<file path="src/rtl/qbio_pkg.sv">
package qbio_pkg;
  localparam int QB_PW    = 8;
  localparam int QB_NP    = 4;
  localparam int QB_IW    = $clog2(QB_PW);
  localparam int QB_GRP_LO  = 0;
  localparam int QB_GRP_IO  = 1;
  localparam int QB_GRP_HI  = 2;
  localparam int QB_GRP_ALT = 3;

  typedef enum logic [1:0] {
    DRV_LATCH = 2'd0,
    DRV_MERGE = 2'd1,
    DRV_BUS   = 2'd2
  } drv_kind_e;

  // new flop contents after a byte or single-pin write
  function automatic logic [QB_PW-1:0] qb_merge_write(
    input logic [QB_PW-1:0] old_q,
    input logic             single,
    input logic [QB_IW-1:0] idx,
    input logic [QB_PW-1:0] data);
    logic [QB_PW-1:0] nq;
    nq = old_q;
    if (single) nq[idx] = data[0];
    else        nq = data;
    return nq;
  endfunction

  // second-role drive for group 3; released bits are 1
  function automatic logic [QB_PW-1:0] qb_alt_drive(
    input logic txd, input logic wr_n, input logic rd_n);
    logic [QB_PW-1:0] a;
    a    = '1;
    a[1] = txd;
    a[6] = wr_n;
    a[7] = rd_n;
    return a;
  endfunction
endpackage

</file>
<file path="src/rtl/qbio_latch.sv">
module qbio_latch
  import qbio_pkg::*;
#(
  parameter int W  = QB_PW,
  localparam int IW = $clog2(W)
)(
  input  logic          clk,
  input  logic          rst_n,
  input  logic          we,
  input  logic          single,
  input  logic [IW-1:0] idx,
  input  logic [W-1:0]  din,
  output logic [W-1:0]  q
);
  logic [W-1:0] q_next;
  logic [W-1:0] keep_mask;

  always_comb begin
    q_next = q;
    if (we) begin
      if (single) q_next[idx] = din[0];
      else        q_next = din;
    end
  end

  always_comb begin
    keep_mask = '1;
    keep_mask[idx] = 1'b0;
  end

  always_ff @(posedge clk or negedge rst_n) begin
    if (!rst_n) q <= '1;
    else        q <= q_next;
  end

  AST_LATCH_RESET: assert property (@(posedge clk) disable iff (!rst_n)
    $past(!rst_n) |-> q == {W{1'b1}});
  AST_HOLD_IDLE: assert property (@(posedge clk) disable iff (!rst_n)
    !we |=> $stable(q));
  AST_BYTE_LOAD: assert property (@(posedge clk) disable iff (!rst_n)
    (we && !single) |=> q == $past(din));
  AST_BIT_ONLY: assert property (@(posedge clk) disable iff (!rst_n)
    (we && single) |=> (((q ^ $past(q)) & $past(keep_mask)) == '0)
                       && (q[$past(idx)] == $past(din[0])));
endmodule

</file>
<file path="src/rtl/qbio_drive.sv">
module qbio_drive
  import qbio_pkg::*;
#(
  parameter int W = QB_PW
)(
  input  drv_kind_e     kind,
  input  logic [W-1:0]  latch_q,
  input  logic [W-1:0]  alt_val,
  input  logic [W-1:0]  bus_val,
  output logic [W-1:0]  drive
);
  always_comb begin
    unique case (kind)
      DRV_MERGE: drive = latch_q & alt_val;
      DRV_BUS:   drive = bus_val;
      default:   drive = latch_q;
    endcase
  end
endmodule

</file>
<file path="src/rtl/qbio_pad.sv">
module qbio_pad #(
  parameter int N = 32
)(
  input  logic [N-1:0] drive,
  input  logic [N-1:0] ext_low_n,
  output logic [N-1:0] level
);
  // wired-AND net with weak pull-up: any pull-down wins
  assign level = drive & ext_low_n;
endmodule

</file>
<file path="src/rtl/qbio_ports.sv">
module qbio_ports
  import qbio_pkg::*;
#(
  parameter int PW = QB_PW,
  localparam int NP = QB_NP,
  localparam int IW = $clog2(PW),
  localparam int SW = $clog2(NP),
  localparam int TW = PW * NP
)(
  input  logic          clk,
  input  logic          rst_n,
  input  logic          wr_en,
  input  logic [SW-1:0] wr_sel,
  input  logic          wr_single,
  input  logic [IW-1:0] wr_bit,
  input  logic [PW-1:0] wr_data,
  input  logic [SW-1:0] rd_sel,
  output logic [PW-1:0] rd_data,
  input  logic [TW-1:0] ext_low_n,
  output logic [TW-1:0] pin_level,
  input  logic          bus_mode,
  input  logic          bus_lo_oe,
  input  logic [PW-1:0] bus_lo_out,
  input  logic [PW-1:0] bus_hi_out,
  output logic [PW-1:0] bus_lo_in,
  input  logic          alt_txd,
  input  logic          alt_wr_n,
  input  logic          alt_rd_n,
  output logic          alt_rxd,
  output logic [1:0]    alt_int_n,
  output logic [1:0]    alt_cnt
);
  logic [PW-1:0] lat_q   [NP];
  logic [PW-1:0] grp_drv [NP];
  logic [TW-1:0] drive_flat;
  logic [PW-1:0] alt_merge;
  logic [PW-1:0] bus_lo_val;

  assign alt_merge  = qb_alt_drive(alt_txd, alt_wr_n, alt_rd_n);
  assign bus_lo_val = bus_lo_oe ? bus_lo_out : {PW{1'b1}};

  for (genvar g = 0; g < NP; g++) begin : g_grp
    logic          sel_we;
    drv_kind_e     kind;
    logic [PW-1:0] alt_v;
    logic [PW-1:0] bus_v;

    assign sel_we = wr_en && (wr_sel == SW'(g));

    qbio_latch #(.W(PW)) u_latch (
      .clk(clk), .rst_n(rst_n), .we(sel_we), .single(wr_single),
      .idx(wr_bit), .din(wr_data), .q(lat_q[g]));

    if (g == QB_GRP_ALT) begin : g_alt
      assign kind  = DRV_MERGE;
      assign alt_v = alt_merge;
      assign bus_v = '1;
    end else if (g == QB_GRP_LO) begin : g_lo
      assign kind  = bus_mode ? DRV_BUS : DRV_LATCH;
      assign alt_v = '1;
      assign bus_v = bus_lo_val;
    end else if (g == QB_GRP_HI) begin : g_hi
      assign kind  = bus_mode ? DRV_BUS : DRV_LATCH;
      assign alt_v = '1;
      assign bus_v = bus_hi_out;
    end else begin : g_io
      assign kind  = DRV_LATCH;
      assign alt_v = '1;
      assign bus_v = '1;
    end

    qbio_drive #(.W(PW)) u_drive (
      .kind(kind), .latch_q(lat_q[g]), .alt_val(alt_v),
      .bus_val(bus_v), .drive(grp_drv[g]));

    assign drive_flat[g*PW +: PW] = grp_drv[g];
  end

  qbio_pad #(.N(TW)) u_pad (
    .drive(drive_flat), .ext_low_n(ext_low_n), .level(pin_level));

  // named views of pin groups for reads and assertions
  logic [PW-1:0] pins_lo, pins_io, pins_hi, pins_alt;
  assign pins_lo  = pin_level[QB_GRP_LO*PW  +: PW];
  assign pins_io  = pin_level[QB_GRP_IO*PW  +: PW];
  assign pins_hi  = pin_level[QB_GRP_HI*PW  +: PW];
  assign pins_alt = pin_level[QB_GRP_ALT*PW +: PW];

  assign rd_data   = pin_level[rd_sel*PW +: PW];
  assign bus_lo_in = pins_lo;
  assign alt_rxd   = pins_alt[0];
  assign alt_int_n = pins_alt[3:2];
  assign alt_cnt   = pins_alt[5:4];

  AST_IO_CLEAR_LOW: assert property (@(posedge clk) disable iff (!rst_n)
    (~lat_q[QB_GRP_IO] & pins_io) == '0);
  AST_ALT_CLEAR_LOW: assert property (@(posedge clk) disable iff (!rst_n)
    (~lat_q[QB_GRP_ALT] & pins_alt) == '0);
  AST_RXD_NEEDS_ONE: assert property (@(posedge clk) disable iff (!rst_n)
    alt_rxd |-> lat_q[QB_GRP_ALT][0]);
  AST_BUS_HI_OWNS: assert property (@(posedge clk) disable iff (!rst_n)
    bus_mode |-> (pins_hi & ~bus_hi_out) == '0);
  AST_LATCH_OWNS_LO: assert property (@(posedge clk) disable iff (!rst_n)
    !bus_mode |-> (pins_lo & ~lat_q[QB_GRP_LO]) == '0);
endmodule

</file>
<file path="config.mk">
export PLATFORM = sky130hd
export DESIGN_NAME = qbio_ports
export DESIGN_NICKNAME = d
export VERILOG_FILES = /design/src/rtl/qbio_pkg.sv /design/src/rtl/qbio_latch.sv /design/src/rtl/qbio_drive.sv /design/src/rtl/qbio_pad.sv /design/src/rtl/qbio_ports.sv
export SDC_FILE = /design/constraint.sdc
export NUM_CORES = 1
export LEC_CHECK = 0
export ABC_AREA = 1
export BUFFER_PORTS_ARGS = -buffer_cell sky130_fd_sc_hd__buf_2
export CAP_MARGIN = 20
export CELL_PAD_IN_SITES_DETAIL_PLACEMENT = 0
export CELL_PAD_IN_SITES_GLOBAL_PLACEMENT = 1
export CORE_MARGIN = 3
export CORE_UTILIZATION = 30
export CTS_BUF_LIST = sky130_fd_sc_hd__clkbuf_4 sky130_fd_sc_hd__clkbuf_8 sky130_fd_sc_hd__clkbuf_16
export CTS_CLUSTER_SIZE = 12
export DETAILED_ROUTE_END_ITERATION = 6
export PLACE_DENSITY = 0.89
export SLEW_MARGIN = 30
export SYNTH_ARGS = -nofsm -noshare
export SYNTH_HDL_FRONTEND = slang
export SYNTH_SLANG_ARGS = --single-unit
</file>
<file path="constraint.sdc">
create_clock -name clk -period 1.6 [get_ports clk]
set_clock_uncertainty 0.15 [all_clocks]
set_input_delay 0.32 -clock clk [delete_from_list [all_inputs] [get_ports clk]]
set_output_delay 0.32 -clock clk [all_outputs]
set_load 0.01 [all_outputs]
</file>
[Yosys cells after proc, flatten, opt, wreduce, memory -nomap -nowiden]
Index checks and enable logic that the tools add are counted.
Cells by class
  shift-type cells: 1
  multiplexer cells: 14
  eq/ne operators: 4
  bitwise operators: 2
  $lt $le $gt $ge: 2
  reductions and logical operators: 6
Operator list (number)
  8-bit 2-to-1 mux: 7
  32-bit bitwise AND: 1
  8-bit bitwise mux: 4
  32-bit by 6-bit variable part select with 8-bit output: 1
  8-bit bitwise AND: 1
  2-bit == test, second input constant: 3
  1-bit logical AND: 5
  3-bit by 4-bit less-than comparator with 1-bit output, second input constant: 1
  1-bit demux with 3-bit select: 1
  3-bit by 1-bit greater-or-equal comparator with 1-bit output, second input constant: 1
  2-bit by 1-bit == test with 1-bit output, second input constant: 1
  2-bit zero test: 1
  2-bit 2-to-1 mux: 1
  1-bit 2-to-1 mux: 1
Word-level totals
  bits in registers: 32
  word-level logic and storage cells: 33
  output and inout port bits: 53
  bits of input ports: 72

[Logic depth before layout (Yosys ltp)]
Gate-level depths: netlist of the first run.
  depth after elaboration: 6
  gate-level depth with buffers: 8
  mapped depth without buffers: 7

[Cells and area by module]
Synthesis of the first run repeated with hierarchy kept, for this count alone.
Second synthesis, totals
  cell total of the unflattened synthesis: 757
  area, all modules: 3958.8 µm²
Modules (own cells, without submodules)
  qbio_latch: instances 4, cells each 92, area each 571.8 µm², sequential area each 210.2 µm²
  qbio_drive: instances 4, cells each 48, area each 209.0 µm², sequential area each 0.0 µm²
  qbio_ports: instances 1, cells each 133, area each 595.6 µm², sequential area each 0.0 µm²
  qbio_pad: instances 1, cells each 64, area each 240.2 µm², sequential area each 0.0 µm²

[Least setup slack after synthesis of the first run]
No wires, ideal clock.
  path kind: input to output
  start point: in bus_mode
  end point: out pin_level[0]
  required time: 1.130 ns
  arrival: 1.018 ns
  path buffers: 3
  slack: 0.112 ns
  cell stages on the path: 7
  path through: buf_2 -> buf_4 -> nor2_1 -> nor2_1 -> nand2_1 -> inv_1 -> buf_4
On the way
  longest elaborated chain between the ends: 4
Ends and longest elaborated chain
  from (decl): RTL line qbio_ports.sv:21  | input logic bus_mode,
  2-bit 2-to-1 mux: RTL line qbio_ports.sv:59  | assign kind = bus_mode ? DRV_BUS : DRV_LATCH;
  2-bit == test: RTL line qbio_drive.sv:13  | unique case (kind)
  8-bit 2-to-1 mux: RTL line qbio_drive.sv:13
  32-bit bitwise AND: RTL line qbio_pad.sv:9  | assign level = drive & ext_low_n;
  to (decl): RTL line qbio_ports.sv:20  | output logic [TW-1:0] pin_level,
No other way between the ends.

[Final worst setup path of the first run]
  start point: reg g_grp[0].u_latch.q[4]
  end point: out rd_data[4]
On the way
  longest elaborated chain between the ends: 3
Ends and longest elaborated chain
  from (decl): RTL line qbio_latch.sv:13  | output logic [W-1:0] q
  from (signal assigned): RTL line qbio_latch.sv:33  | else q <= q_next;
  8-bit 2-to-1 mux: RTL line qbio_drive.sv:13
  32-bit bitwise AND: RTL line qbio_pad.sv:9
  32-bit by 6-bit variable part select with 8-bit output: RTL line qbio_ports.sv:89  | assign rd_data = pin_level[rd_sel*PW +: PW];
  to (decl): RTL line qbio_ports.sv:18  | output logic [PW-1:0] rd_data,
No other way between the ends.

==> results.cfg, run 1 <==
[worst_setup_path]
critical_path_arrival_ns = 1.36
start_kind = flop
crit_path_end_kind = primary output
path_class = reg -> out
path_max_fanout = 2
cp.required_ns = 1.13

[floorplanning]
die_w_um = 99.6
placementRows = 33
ios = 125
start_util_pct = 31.4
die-area_um2 = 9930
coreArea_um2 = 8380
die_height_um = 99.6

[detailed_routing]
wire_per_inst_um = 11.8
post_drt_via_cell_ratio = 4.31
firstDrtPassIters = 4
vias = 3041
drc = 0
wl_met1_um = 3960
maxUsedRoutingLayer = met4
wl_um = 8310
met3WireLength_um = 468
drtAntennaViolNets = 0
dr_wl_met2_um = 3820
drtIter0Drc = 133

[yosys]
syn_area_um2 = 2630
yosys.cell_count.top_type = nand2_1
netlist_top_cells_area = nand2_1 33%, dfstp_2 32%, inv_1 13%
synth_top_flop_cell = dfstp_2
synthCells = 466
ys_ff_latch = 32
synth_edf_count = 0
synthArstFlopShare_pct = 100
syn-num-nets = 538
synth_area_per_cell_um2 = 5.64
yosysTopAreaCellShare_pct = 32.5
ys_seq_area_share_pct = 32.0
synth_area_leader_cell = nand2_1
yosysWarningCount = 0
synth_cell_type_count = 14
synth_common_cells = 228 x nand2_1, 90 x inv_1, 35 x nor2_1

[placed_design]
hpwlAfterDp_um = 6790
placed_cell_area_um2 = 3370
portBuffers = 124
place.gp.congestion = 0.796

[grt]
grt_antenna_before_repair = 0
first_global_vias = 2979
track_usage_pct = 17.1
grt_max_degree = 33
grt_pass1_wl_um = 13900
grt-ovfl-total = 0

[clock_network]
htree_num_levels = 2
clockRootBuffer = clkbuf_8
clkLatencyLatePin_ns = 0.28
cts_tree = yes
path_clk_slew_ns = 0.07
holdBufCountCts = 0
clk_path_buf_depth = 2
cts_sinks = 32
cts_buffers = 5

[sta]
max_freq_ghz = 0.547
worst_pin_slew_ns = 0.403
slew_headroom_pct = 73.2
period_share_pct = 114
finalMaxSlewViolations = 0
setup_viol = 32
rsz0062_at_grt = yes
finalHoldViolations = 0
fin_crit_ns = 1.83
fin_ws_ns = -0.229

[final_layout]
drive_gt1_share_pct = 36.1
top_regs = g_grp.u_latch.q (32)
post-route-util_pct = 44.1
top_register = g_grp.u_latch.q
postLayoutCellArea_um2 = 3690
fillers = 958
multi_input_area_um2 = 1340
register_area_um2 = 841
fin_nets = 673
diodes = 0
areaGrowthSynthToFinish_pct = 40.4
largest_reg_flops = 32

[run]
max_cap_viol_count = 0

[pwr]
ir_worst_vdd_mv = 0.332
leakagePower_nw = 2.44
power_density_nw_per_um2 = 749

[status]
status = finished with violations
violations = negative setup slack

[min_path]
hp-class = in -> reg
critical path: stages (launching register included):
cell     delay [ns]
dfstp_2        0.56
nor2_1         0.05
nor2_1         0.08
nand2_1        0.08
nand2_1        0.07
nand2_1        0.05
nand2_1        0.05
buf_2          0.13
metal layers:
layer	vias to the layer above	track usage (%)
li1	1614	-
met1	1329	23.7
met2	94	28.5
met3	4	2.10
met4	0	3.89
met5	-	0
timing repair:
action | in CTS | in global routing
buffers inserted | 9 | 2
setup endpoints to repair | 35 | 46
pin swaps | 10 | 20
resized for setup | 18 | 22
cell type report:
| class | instances | area share [%] |
|---|---|---|
| multi-input combinational | 318 | 36.2 |
| timing repair buffer | 150 | 25.1 |
| sequential | 32 | 22.8 |
| inverter | 94 | 9.76 |
| tap | 105 | 3.56 |
| clock buffer | 7 | 2.61 |
through the flow:
step	setup TNS (ns)	hold slack (ns)	setup WS [ns]	std cells	power, mW
2_1_floorplan	0	0.0222	0.112	466	1.62
3_3_place_gp	-0.174	0.305	-0.0388	688	1.96
3_5_place_dp	-0.475	0.306	-0.0630	688	1.98
4_1_cts	-4.40	0.148	-0.247	704	2.75
5_1_grt	-6.84	0.188	-0.339	706	2.98
6_report	-3.79	0.165	-0.229	706	2.77
cells in the final DEF, fill, tap and decap left out, drive strengths merged:
cell type  synthesis  final
nand3             20     20
clkinv             4      4
o21ai              4      4
clkbuf             2      7
dfstp             32     32
buf               20    150
a21oi             28     28
nor2              35     35
nand2            231    231
inv               90     90
path summary, 6_finish.rpt:
path                                       startpoint                    end  slack (ns)  cells past startpoint
worst max-delay path            g_grp[0].u_latch.q[4]             rd_data[4]       -0.23                      7
worst min-delay path                       wr_data[0]  g_grp[3].u_latch.q[0]        0.17                      3
worst max register to register  g_grp[3].u_latch.q[0]  g_grp[3].u_latch.q[0]        0.62                      3
worst min register to register  g_grp[2].u_latch.q[0]  g_grp[2].u_latch.q[0]        0.31                      2
max in group asynchronous                       rst_n  g_grp[3].u_latch.q[6]        1.06                      2
min in group asynchronous                       rst_n  g_grp[3].u_latch.q[3]        0.19                      2
where the power goes:
| group | internal, mW | switching [mW] |
|---|---|---|
| sequential | 1.05 | 0.100 |
| combinational | 0.437 | 0.522 |
| clock | 0.383 | 0.278 |
| total | 1.87 | 0.901 |
kinds of logic after synthesis:
logic type	Yosys count	synth area share, %
and+or+nand+nor	286	42.6
AOI/OAI and AO/OA	32	6.37
buffers and inverters	116	19.0
DFF	32	32.0
Power figures use the tool's default switching activity.
==> run 2, diff against run 1 <==
Settings changed: CAP_MARGIN 20 to unset, REMOVE_ABC_BUFFERS set to 1.
==> results.cfg, run 2 (synthesized netlist as in run 1, its figures left out) <==
[status]
status = finished with violations
violations = negative setup slack

[placed_design]
portBuffers = 124
hpwlAfterDp_um = 6450
placed_cell_area_um2 = 3410
place.gp.congestion = 0.850

[run]
max_cap_viol_count = 0

[detailed_routing]
drtIter0Drc = 108
firstDrtPassIters = 4
drtAntennaViolNets = 0
wire_per_inst_um = 11.7
wl_um = 8280
drc = 0
post_drt_via_cell_ratio = 4.33
vias = 3054

[sta]
fin_ws_ns = -0.185
slew_headroom_pct = 70.1
finalHoldViolations = 0
worst_pin_slew_ns = 0.448
finalMaxSlewViolations = 0
fin_crit_ns = 1.79
rsz0062_at_grt = yes
setup_viol = 32
period_share_pct = 112
max_freq_ghz = 0.560

[grt]
grt_max_degree = 33
grt_pass1_wl_um = 12800
track_usage_pct = 16.3
grt-ovfl-total = 0
grt_antenna_before_repair = 0
first_global_vias = 2709

[worst_setup_path]
r2r-start = g_grp[2].u_latch.q[0]
crit_path_end_kind = primary output
critical_path_arrival_ns = 1.32
reg2reg_depth = 3
r2r-end = g_grp[2].u_latch.q[0]
path_max_fanout = 2
rrSetupSlack_ns = 0.66
cp.required_ns = 1.13
start_kind = flop
path_class = reg -> out

[final_layout]
drive_gt1_share_pct = 35.8
final_common_cell = nand2_1
postLayoutCellArea_um2 = 3690
top_regs = g_grp.u_latch.q (32)
areaGrowthSynthToFinish_pct = 40.4
final_cell_mix = 227 x nand2_1, 111 x buf_2, 81 x inv_1, 32 x nor2_1, 32 x dfstp_2
top_register = g_grp.u_latch.q
fin_nets = 673
diodes = 0
post-route-util_pct = 44.1
largest_reg_flops = 32

[clock_network]
htree_num_levels = 2
clk_path_buf_depth = 2
path_clk_slew_ns = 0.07
cts_sinks = 32
clkLatencyLatePin_ns = 0.27
cts_buffers = 5
holdBufCountCts = 0
clockRootBuffer = clkbuf_8
cts_tree = yes

[min_path]
hp-class = in -> async

[floorplanning]
die_w_um = 99.6
start_util_pct = 31.4
coreArea_um2 = 8380
placementRows = 33
ios = 125
die-area_um2 = 9930
die_height_um = 99.6

[pwr]
power_density_nw_per_um2 = 717
leakagePower_nw = 2.43
ir_worst_vdd_mv = 0.460
run 2: cell count changes in the layout (fill, tap and decap cells not counted), moves of 2 or more:
cell	delta
nor2_1	-2
nand2_2	-4
inv_2	+3
clkbuf_8	-2
nand2_4	-2
buf_12	+2
nand2_1	+6
nor2_2	+2
inv_4	-2
run 2: what timing repair did:
item,in CTS,in global routing
resized for setup,5,30
endpoints found under the setup margin,33,38
buffers inserted,4,5
pin swaps,13,15
run 2: where the power goes:
| group | internal [mW] | total [mW] | leakage, nW | switching [mW] |
|---|---|---|---|---|
| clock network | 0.312 | 0.596 | 0.0445 | 0.284 |
| registers | 1.04 | 1.13 | 0.334 | 0.0846 |
| logic | 0.417 | 0.921 | 2.05 | 0.505 |
run 2: how the worst max path moves through the flow:
| stage | start | endpoint | slack (ns) | cells after the start |
|---|---|---|---|---|
| finish | g_grp[2].u_latch.q[7] | rd_data[7] | -0.19 | 7 |
| global route | g_grp[2].u_latch.q[7] | rd_data[7] | -0.26 | 7 |
| CTS | g_grp[0].u_latch.q[4] | rd_data[4] | -0.19 | 7 |
| detailed placement | bus_mode | rd_data[1] | -0.03 | 9 |
| global placement | bus_mode | rd_data[4] | -0.03 | 9 |
| floorplan | g_grp[2].u_latch.q[5] | rd_data[5] | 0.27 | 6 |
run 2: metrics by stage:
step           hold WS, ns  total power [mW]  setup slack [ns]  TNS [ns]  cells
6_report            0.0466              2.65            -0.185     -2.92    706
5_1_grt             0.0675              2.84            -0.264     -5.34    706
4_1_cts             0.0563              2.62            -0.185     -2.82    701
3_5_place_dp         0.306              1.96           -0.0305    -0.129    690
3_3_place_gp         0.301              1.95           -0.0316   -0.0497    690
2_1_floorplan       0.0222              1.55             0.265         0    444
run 2: routing by layer:
layer | routed length, um | part of all wire (%) | vias up | GRT usage (%)
met5 | 0 | 0 | - | 0
met4 | 43 | 0.52 | 0 | 2.84
met3 | 623 | 7.5 | 5 | 3.09
met2 | 3690 | 45 | 100 | 25.7
met1 | 3930 | 47 | 1325 | 23.5
li1 | - | - | 1624 | -
run 2: final cells by class:
type	instances	area, um2
clock buffers	6	76.3
clock inverters	1	5.00
fillers	934	4690
inverters	94	355
multi-input cells	318	1330
flip-flops and latches	32	841
well taps	105	131
repair buffers	150	955
run 2: critical path, stage by stage (launching register included):
cell,delay (ns)
dfstp_2,0.54
nor2_1,0.05
nor2_1,0.10
nand2_1,0.08
nand2_1,0.06
nand2_1,0.04
nand2_1,0.06
buf_2,0.12
